$ cat src/rtl/pcie_crs_pkg.sv
package pcie_crs_pkg;

  typedef enum logic [4:0] {
    S_IDLE, S_PWR, S_HOT, S_WPHY, S_PHY, S_APPCK, S_REFCK, S_WCORE,
    S_PIPE, S_CORE, S_APPRST, S_STK, S_NSTK, S_PERST, S_RUNWAIT,
    S_READY, S_UNWIND, S_FAIL, S_STOP1, S_STOP2, S_STOPWAIT, S_OFF
  } seq_st_e;

  typedef enum logic [1:0] {
    ERR_NONE = 2'd0,
    ERR_PHY  = 2'd1,
    ERR_CORE = 2'd2
  } err_e;

  localparam int unsigned LVL_W   = 4;
  localparam int unsigned N_RST   = 8;

  // progress level at which each item is released or enabled
  localparam logic [LVL_W-1:0] LVL_PWR  = 4'd1;
  localparam logic [LVL_W-1:0] LVL_HOT  = 4'd2;
  localparam logic [LVL_W-1:0] LVL_PHY  = 4'd3;
  localparam logic [LVL_W-1:0] LVL_APP  = 4'd4;
  localparam logic [LVL_W-1:0] LVL_REF  = 4'd5;
  localparam logic [LVL_W-1:0] LVL_PIPE = 4'd6;
  localparam logic [LVL_W-1:0] LVL_CORE = 4'd7;
  localparam logic [LVL_W-1:0] LVL_STK  = 4'd8;
  localparam logic [LVL_W-1:0] LVL_NSTK = 4'd9;
  localparam logic [LVL_W-1:0] LVL_PER  = 4'd10;

  // reset-vector slot to release level:
  // 0 pwr, 1 hot, 2 phy, 3 pipe, 4 core, 5 sticky, 6 non-sticky, 7 peripheral
  function automatic logic [LVL_W-1:0] rst_level(input int unsigned slot);
    case (slot)
      0: return LVL_PWR;
      1: return LVL_HOT;
      2: return LVL_PHY;
      3: return LVL_PIPE;
      4: return LVL_CORE;
      5: return LVL_STK;
      6: return LVL_NSTK;
      default: return LVL_PER;
    endcase
  endfunction

  function automatic logic held_at(input logic [LVL_W-1:0] lvl,
                                   input logic [LVL_W-1:0] rel);
    return lvl < rel;
  endfunction

  function automatic longint unsigned us_to_cyc(input longint unsigned us,
                                                input longint unsigned cpu);
    return us * cpu;
  endfunction

endpackage

$ cat src/rtl/pcie_crs_timer.sv
module pcie_crs_timer #(
  parameter int unsigned W = 8
) (
  input  logic         clk,
  input  logic         rst_n,
  input  logic         run,
  input  logic [W-1:0] limit,
  output logic         hit
);
  logic [W-1:0] cnt;

  assign hit = run && (cnt == limit - W'(1));

  always_ff @(posedge clk) begin
    if (!rst_n)        cnt <= '0;
    else if (!run)     cnt <= '0;
    else if (!hit)     cnt <= cnt + W'(1);
  end

  // the count never runs past the programmed window
  assert_cnt_in_window_R8: assert property (@(posedge clk) disable iff (!rst_n)
    run |-> (cnt < limit));

endmodule

$ cat src/rtl/pcie_crs_poll.sv
module pcie_crs_poll #(
  parameter int unsigned TW  = 8,
  parameter int unsigned TKW = 4
) (
  input  logic           clk,
  input  logic           rst_n,
  input  logic           run,
  input  logic           flag,
  input  logic [TKW-1:0] tick_len,
  input  logic [TW-1:0]  limit,
  output logic           cleared,
  output logic           expired
);
  logic [TKW-1:0] tk;
  logic           strobe;
  logic           win_hit;

  assign strobe  = run && (tk == tick_len - TKW'(1));
  assign cleared = strobe && !flag;
  assign expired = win_hit && !cleared;

  always_ff @(posedge clk) begin
    if (!rst_n)       tk <= '0;
    else if (!run)    tk <= '0;
    else if (strobe)  tk <= '0;
    else              tk <= tk + TKW'(1);
  end

  pcie_crs_timer #(.W(TW)) u_window (
    .clk   (clk),
    .rst_n (rst_n),
    .run   (run),
    .limit (limit),
    .hit   (win_hit)
  );

  // the timeout lands on a poll sample, so the flag is read one last time
  assert_expire_on_sample_R9: assert property (@(posedge clk) disable iff (!rst_n)
    expired |-> strobe);

endmodule

$ cat src/rtl/pcie_crs_seq.sv
module pcie_crs_seq
  import pcie_crs_pkg::*;
#(
  parameter int unsigned CYC_PER_US      = 100,
  parameter int unsigned STOP_SETTLE_US  = 100000,
  parameter int unsigned RUN_SETTLE_US   = 100,
  parameter int unsigned POLL_TIMEOUT_US = 1000
) (
  input  logic       clk,
  input  logic       rst_n,
  input  logic       start_i,
  input  logic       stop_i,
  input  logic       train_go_i,
  input  logic       phy_req_i,
  input  logic       core_req_i,
  output logic       train_en_o,
  output logic       rst_pwr_o,
  output logic       rst_hot_o,
  output logic       rst_phy_o,
  output logic       rst_pipe_o,
  output logic       rst_core_o,
  output logic       rst_sticky_o,
  output logic       rst_nsticky_o,
  output logic       app_rst_o,
  output logic       app_clk_en_o,
  output logic       ref_clk_en_o,
  output logic       perst_o,
  output logic       ready_o,
  output logic       stopped_o,
  output logic       fail_o,
  output logic [1:0] err_code_o
);
  localparam longint unsigned STOP_CYC = us_to_cyc(STOP_SETTLE_US, CYC_PER_US);
  localparam longint unsigned RUN_CYC  = us_to_cyc(RUN_SETTLE_US, CYC_PER_US);
  localparam longint unsigned POLL_CYC = us_to_cyc(POLL_TIMEOUT_US, CYC_PER_US);
  localparam longint unsigned MAX_CYC  =
    (STOP_CYC > RUN_CYC) ? ((STOP_CYC > POLL_CYC) ? STOP_CYC : POLL_CYC)
                         : ((RUN_CYC > POLL_CYC) ? RUN_CYC : POLL_CYC);
  localparam int unsigned TW  = $clog2(MAX_CYC + 1);
  localparam int unsigned TKW = $clog2(CYC_PER_US + 1);

  seq_st_e          st;
  logic [LVL_W-1:0] lvl;
  logic             app_ck, ref_ck, seen_stop, train, app_pulse;
  err_e             err;

  // named internal events
  logic           can_start, can_stop, settle_run, settle_hit;
  logic           poll_run, poll_flag, poll_clear, poll_expire;
  logic [TW-1:0]  settle_lim;
  logic [N_RST-1:0] rst_vec;

  assign can_start  = (st == S_IDLE) || (st == S_OFF) || (st == S_FAIL);
  assign can_stop   = can_start || (st == S_READY);
  assign settle_run = (st == S_RUNWAIT) || (st == S_STOPWAIT);
  assign settle_lim = (st == S_STOPWAIT) ? TW'(STOP_CYC) : TW'(RUN_CYC);
  assign poll_run   = (st == S_WPHY) || (st == S_WCORE);
  assign poll_flag  = (st == S_WPHY) ? phy_req_i : core_req_i;

  pcie_crs_timer #(.W(TW)) u_settle (
    .clk   (clk),
    .rst_n (rst_n),
    .run   (settle_run),
    .limit (settle_lim),
    .hit   (settle_hit)
  );

  pcie_crs_poll #(.TW(TW), .TKW(TKW)) u_poll (
    .clk      (clk),
    .rst_n    (rst_n),
    .run      (poll_run),
    .flag     (poll_flag),
    .tick_len (TKW'(CYC_PER_US)),
    .limit    (TW'(POLL_CYC)),
    .cleared  (poll_clear),
    .expired  (poll_expire)
  );

  always_ff @(posedge clk) begin
    if (!rst_n) begin
      st        <= S_IDLE;
      lvl       <= '0;
      app_ck    <= 1'b0;
      ref_ck    <= 1'b0;
      seen_stop <= 1'b0;
      train     <= 1'b0;
      app_pulse <= 1'b0;
      err       <= ERR_NONE;
    end else begin
      app_pulse <= (st == S_APPRST);
      case (st)
        S_IDLE, S_OFF, S_FAIL: begin
          if (start_i) begin
            err <= ERR_NONE;
            st  <= S_PWR;
          end else if (stop_i) begin
            st  <= S_STOP1;
          end
        end
        S_READY: begin
          if (stop_i)          st    <= S_STOP1;
          else if (train_go_i) train <= 1'b1;
        end
        S_PWR:   begin lvl <= LVL_PWR;  st <= S_HOT;  end
        S_HOT:   begin lvl <= LVL_HOT;  st <= S_WPHY; end
        S_WPHY: begin
          if (poll_clear) st <= S_PHY;
          else if (poll_expire) begin
            err <= ERR_PHY;
            st  <= S_UNWIND;
          end
        end
        S_PHY:   begin lvl <= LVL_PHY;  st <= S_APPCK; end
        S_APPCK: begin lvl <= LVL_APP;  app_ck <= 1'b1; st <= S_REFCK; end
        S_REFCK: begin lvl <= LVL_REF;  ref_ck <= 1'b1; st <= S_WCORE; end
        S_WCORE: begin
          if (poll_clear) st <= S_PIPE;
          else if (poll_expire) begin
            err <= ERR_CORE;
            st  <= S_UNWIND;
          end
        end
        S_PIPE:  begin lvl <= LVL_PIPE; st <= S_CORE;   end
        S_CORE:  begin lvl <= LVL_CORE; st <= S_APPRST; end
        S_APPRST:                       st <= S_STK;
        S_STK:   begin lvl <= LVL_STK;  st <= S_NSTK;   end
        S_NSTK:  begin lvl <= LVL_NSTK; st <= S_PERST;  end
        S_PERST: begin lvl <= LVL_PER;  st <= S_RUNWAIT; end
        S_RUNWAIT: if (settle_hit) st <= S_READY;
        S_UNWIND: begin
          if (lvl == '0) st <= S_FAIL;
          else begin
            lvl <= lvl - LVL_W'(1);
            if (lvl == LVL_REF) ref_ck <= 1'b0;
            if (lvl == LVL_APP) app_ck <= 1'b0;
          end
        end
        S_STOP1: begin train <= 1'b0; st <= S_STOP2; end
        S_STOP2: begin
          lvl <= '0;
          if (seen_stop) begin
            app_ck <= 1'b0;
            ref_ck <= 1'b0;
          end
          seen_stop <= 1'b1;
          st        <= S_STOPWAIT;
        end
        S_STOPWAIT: if (settle_hit) st <= S_OFF;
        default: st <= S_IDLE;
      endcase
    end
  end

  for (genvar g = 0; g < N_RST; g++) begin : g_rst
    assign rst_vec[g] = held_at(lvl, rst_level(g));
  end

  assign rst_pwr_o     = rst_vec[0];
  assign rst_hot_o     = rst_vec[1];
  assign rst_phy_o     = rst_vec[2];
  assign rst_pipe_o    = rst_vec[3];
  assign rst_core_o    = rst_vec[4];
  assign rst_sticky_o  = rst_vec[5];
  assign rst_nsticky_o = rst_vec[6];
  assign perst_o       = rst_vec[7];
  assign app_clk_en_o  = app_ck;
  assign ref_clk_en_o  = ref_ck;
  assign app_rst_o     = app_pulse;
  assign train_en_o    = train;
  assign ready_o       = (st == S_READY);
  assign stopped_o     = (st == S_OFF);
  assign fail_o        = (st == S_FAIL);
  assign err_code_o    = err;

  // the application reset is a single-cycle pulse
  assert_app_pulse_single_R7: assert property (@(posedge clk) disable iff (!rst_n)
    app_rst_o |=> !app_rst_o);

  // reference clock never comes up without the application clock
  assert_clk_order_R4: assert property (@(posedge clk) disable iff (!rst_n)
    $rose(ref_clk_en_o) |-> app_clk_en_o);

  // the sequence completes with link training disabled
  assert_ready_untrained_R8: assert property (@(posedge clk) disable iff (!rst_n)
    $rose(ready_o) |-> !train_en_o);

  // unwinding never releases anything
  assert_unwind_monotonic_R10: assert property (@(posedge clk) disable iff (!rst_n)
    (st == S_UNWIND) |=> (lvl <= $past(lvl)));

  // the error code is held while failed and no new start arrives
  assert_err_hold_R9: assert property (@(posedge clk) disable iff (!rst_n)
    (fail_o && !start_i) |=> $stable(err_code_o));

  // training is off before the resets go back on
  assert_stop_untrained_R2: assert property (@(posedge clk) disable iff (!rst_n)
    (st == S_STOP2) |-> !train_en_o);

endmodule

$ cat config.mk
export PLATFORM = sky130hd
export DESIGN_NAME = pcie_crs_seq
export DESIGN_NICKNAME = d
export VERILOG_FILES = /design/src/rtl/pcie_crs_pkg.sv /design/src/rtl/pcie_crs_timer.sv /design/src/rtl/pcie_crs_poll.sv /design/src/rtl/pcie_crs_seq.sv
export SDC_FILE = /design/constraint.sdc
export NUM_CORES = 1
export LEC_CHECK = 0
export CAP_MARGIN = 20
export CORE_UTILIZATION = 30
export CTS_BUF_LIST = sky130_fd_sc_hd__clkbuf_16
export CTS_CLUSTER_DIAMETER = 150
export DETAILED_ROUTE_END_ITERATION = 8
export PLACE_DENSITY = 0.59
export REMOVE_ABC_BUFFERS = 1
export SETUP_SLACK_MARGIN = 0.05
export SLEW_MARGIN = 20
export SYNTH_ARGS = -nofsm -noshare
export SYNTH_HDL_FRONTEND = slang
export SYNTH_SLANG_ARGS = --single-unit
$ cat constraint.sdc
create_clock -name clk -period 2 [get_ports clk]
set_clock_uncertainty 0.2 [all_clocks]
set_input_delay 0.4 -clock clk [delete_from_list [all_inputs] [get_ports clk]]
set_output_delay 0.4 -clock clk [all_outputs]
set_load 0.005 [all_outputs]
==> reports/results.tsv <==
stage	metric	value	unit
grt	antenna_found_initial	0	
die	die_x	118	µm
hold_path	min-delay-start	u_poll.tk[0]$_SDFF_PP0_	
sta	fmax	0.477	GHz
clock_tree	root_buffer	clkbuf_16	
layout	n_fill_cell	1157	
synth	ys_ff_latch	71	
route	routedWlPerCell	14.4	µm
sta	holdWs	0.246	ns
sta	hold_viol	0	
clock_tree	worstSkewPairLatency	0.34	ns
grt	grt_pass1_vias	4111	
setup_path	timing.rr.start	st[3]$_SDFFE_PN0P_	
clock_tree	htree_levels	3	
setup_path	critPathTopFamily	compound AO/OA/AOI/OAI gates	
clock_tree	cts_tree	done	
setup_path	crit_path_start	st[3]$_SDFFE_PN0P_	
synth	synthArstFlopShare	0	%
layout	nNetsFinal	655	
layout	final_util	48.6	%
synth	ys_seq_area_share	35.5	%
setup_path	start_kind	flip-flop	
grt	grt-ovfl-total	0	
clock_tree	cts_hold_buf	0	
setup_path	slowest_delay	0.37	ns
setup_path	worst-path-buf-inv	3	
place	dp.cells	776	
grt	grt_max_degree	13	
setup_path	crit_path_top_delay_cell	dfxtp_4	
sta	rsz0062_at_grt	true	
route	drt_iter0_drc	238	
setup_path	arrival	2.16	ns
sta	setup_ws	-0.0968	ns
route	drt-total-wl	11.8	mm
status	outcome	complete, but fails checks	
place	io_buffers	23	
hold_path	min_to	u_poll.tk[0]$_SDFF_PP0_	
setup_path	worstSetupEndpointType	flip-flop	
setup_path	cpMostUsedCell	a21oi_2	
die	initial_utilization	31.2	%
sta	fin_crit_sh	105	%
power_and_ir_drop	leakage	2.26	nW
synth	syn_area	4000	µm²
clock_tree	cts_sinks	71	
die	core_region_area	12800	µm²
hold_path	worstHoldPathCells	1	
power_and_ir_drop	power_density	878	nW/µm²
place	place_congestion	0.897	
sta	worst_pin_slew	0.392	ns
place	dpl.hpwl	7.84	mm
die	num_rows	41	
layout	drive_gt1_share	39.8	%
layout	antenna_cells	0	
job	drv_cap	0	
grt	grt_pass1_wl	18.9	mm
clock_tree	cts_inserted_buffers	9	
sta	fin_crit	2.10	ns
synth	ys_types	59	
setup_path	crit_fanout	7	
setup_path	r2r_slack	-0.1	ns
sta	setup-violations-final	17	
synth	yosys_warnings	0	
setup_path	worstSetupPathType	flip-flop to flip-flop	
die	die_h	118	µm
die	io_pins	24	
setup_path	r2r-end	u_settle.cnt[7]$_SDFFE_PN0N_	
route	drt_first_pass_iters	4	
synth	synth-main-ff-cell	dfxtp_1	
power_and_ir_drop	vdd_ir_drop_max	354	µV
route	num_vias	4177	
route	drc_errors	0	
synth	synth-edff-count	0	
hold_path	holdCritPathClass	flip-flop to flip-flop	
route	vias_per_cell	5.11	
route	ant_nets	0	
setup_path	crit_chain	buf_6 > nor3b_4 > a21oi_2 > a41o_1 > buf_12 > buf_4 > a21oi_2 > mux2i_1	
sta	maxSlewHeadroom	73.7	%
grt	track_usage	16.8	%
die	design.die.area	13800	µm²
status	violations	setup timing	
clock_tree	clk_pin_slew	0.06	ns
setup_path	ff2ff_path_depth	8	
clock_tree	clk_path_buf_depth	2	
sta	slew_viol_final	0	
layout	finalNonFillerCells	818	
synth	synthCells	500	
setup_path	required	2.06	ns
layout	syn2layout_area_growth	55.6	%
synth	syn_avg_cell_area	8.01	µm²
place	dp_slack	-0.572	ns
per-layer routing:
metal | wire, µm | global-route usage, %
met5 | 0 | 0
met4 | 210 | 6.17
met3 | 409 | 3.05
met2 | 5870 | 29.4
met1 | 5270 | 20.3
synthesized netlist by cell type (3+ instances only):
cell | instances | area, µm²
o211ai_1 | 5 | 37.5
nand3_1 | 15 | 75.1
mux2i_1 | 9 | 90.1
buf_2 | 7 | 35.0
nand2b_1 | 16 | 100
nor4_2 | 3 | 37.5
ha_1 | 6 | 75.1
or4_1 | 5 | 37.5
inv_1 | 15 | 56.3
clkbuf_1 | 16 | 60.1
a21oi_1 | 24 | 120
nor3_1 | 22 | 110
o21ai_0 | 22 | 110
and3_1 | 11 | 68.8
nor2_1 | 61 | 229
nor4_1 | 8 | 50.1
nand2_1 | 46 | 173
o2111ai_1 | 4 | 35.0
a211oi_1 | 12 | 90.1
nor3b_1 | 8 | 60.1
xnor2_1 | 21 | 184
or3b_2 | 3 | 26.3
nand4_1 | 12 | 75.1
and2_1 | 8 | 50.1
o21a_1 | 4 | 30.0
dfxtp_1 | 71 | 1420
xor2_1 | 19 | 166
metrics by stage:
| step | power (mW) | TNS [ns] | cell area (µm²) |
|---|---|---|---|
| after CTS | 5.11 | -0.692 | 5910 |
| after global placement | 2.85 | -3.93 | 5150 |
| after floorplan | 2.20 | -5.61 | 3880 |
| final | 5.47 | -0.899 | 6230 |
| after detailed placement | 2.85 | -3.99 | 5150 |
| after global routing | 5.71 | -2.21 | 6230 |
worst reg2reg max path, delay by kind of cell, from the launching register on:
kind	cells	cell delay (ns)
compound gates	3	0.51
buf+inv	3	0.41
flops	1	0.37
mux	1	0.23
simple gates	1	0.29
worst max path at each step:
stage                     slack [ns]  depth (start not counted)                             to
after floorplan                -0.36                          5   u_settle.cnt[3]$_SDFFE_PN0N_
after global placement         -0.60                          6     err_code_o[0]$_SDFFE_PN0P_
after detailed placement       -0.57                          6     err_code_o[0]$_SDFFE_PN0P_
after CTS                      -0.07                          7  u_settle.cnt[13]$_SDFFE_PN0N_
after global routing           -0.16                          7  u_settle.cnt[17]$_SDFFE_PN0N_
final                           -0.1                          8   u_settle.cnt[7]$_SDFFE_PN0N_
final cells by class:
cell class,instances,area (µm²),area share [%]
inverter,15,56.3,0.904
tap,172,215,3.45
clock inverter,6,134,2.15
timing repair buffer,158,1340,21.5
clock buffer,9,225,3.61
sequential,71,1450,23.3
multi-input combinational,387,2810,45.1
state kept, by name, summed over array words and instances, names as in the netlist, 2 cells and up:
| name | flops |
|---|---|
| st | 5 |
| u_poll.tk | 7 |
| lvl | 4 |
| u_poll.u_window.cnt | 24 |
| u_settle.cnt | 24 |
| err_code_o | 2 |
placed cells by master (no fill, tap or decap), types with 4 or more instances in the layout:
master,Yosys,final
nor4_2,3,4
dfxtp_4,0,5
and2_1,8,5
mux2i_1,9,9
a21oi_1,24,12
o21ai_2,0,6
o21ai_1,1,6
nand2b_1,16,11
dlygate4sd2_1,0,5
clkbuf_16,0,9
nand2b_4,0,5
nor2_1,61,59
o211ai_1,5,5
xnor2_1,21,21
bufinv_16,0,4
a211oi_1,12,5
dfxtp_1,71,57
a211oi_2,0,5
o21a_1,4,4
buf_2,7,5
clkdlybuf4s50_1,0,11
nand2_2,0,4
nand4_1,12,12
buf_6,1,24
nor4_1,8,6
buf_4,2,109
nand2_1,46,42
a21oi_2,0,12
dfxtp_2,0,9
nor3_1,22,19
nand3_1,15,13
o21ai_0,22,11
and3_1,11,10
inv_1,15,12
xor2_1,19,19
repair_timing:
action / in CTS / in global routing
setup endpoints to repair: 37 / 47
pin swaps: 21 / 45
gates resized for setup: 107 / 76
setup buffers: 19 / 11
kinds of logic (layout without fill, tap and decap cells):
| logic type | Yosys count | in the layout | synth area share (%) |
|---|---|---|---|
| and+or+nand+nor | 236 | 236 | 31.2 |
| DFF | 71 | 71 | 35.5 |
| AOI/OAI and AO/OA | 96 | 96 | 15.9 |
| adders and majority gates | 6 | 6 | 1.87 |
| xor gates and xnor gates | 40 | 40 | 8.75 |
| buffers and inverters | 42 | 188 | 4.53 |
| muxes | 9 | 9 | 2.25 |
power by group:
group          switching, mW  internal (mW)  leakage, nW
logic                  0.878           1.06         1.50
clock network          0.637           1.34        0.175
registers             0.0739           1.48        0.581
total                   1.59           3.88         2.26
Power figures use the tool's default switching activity.
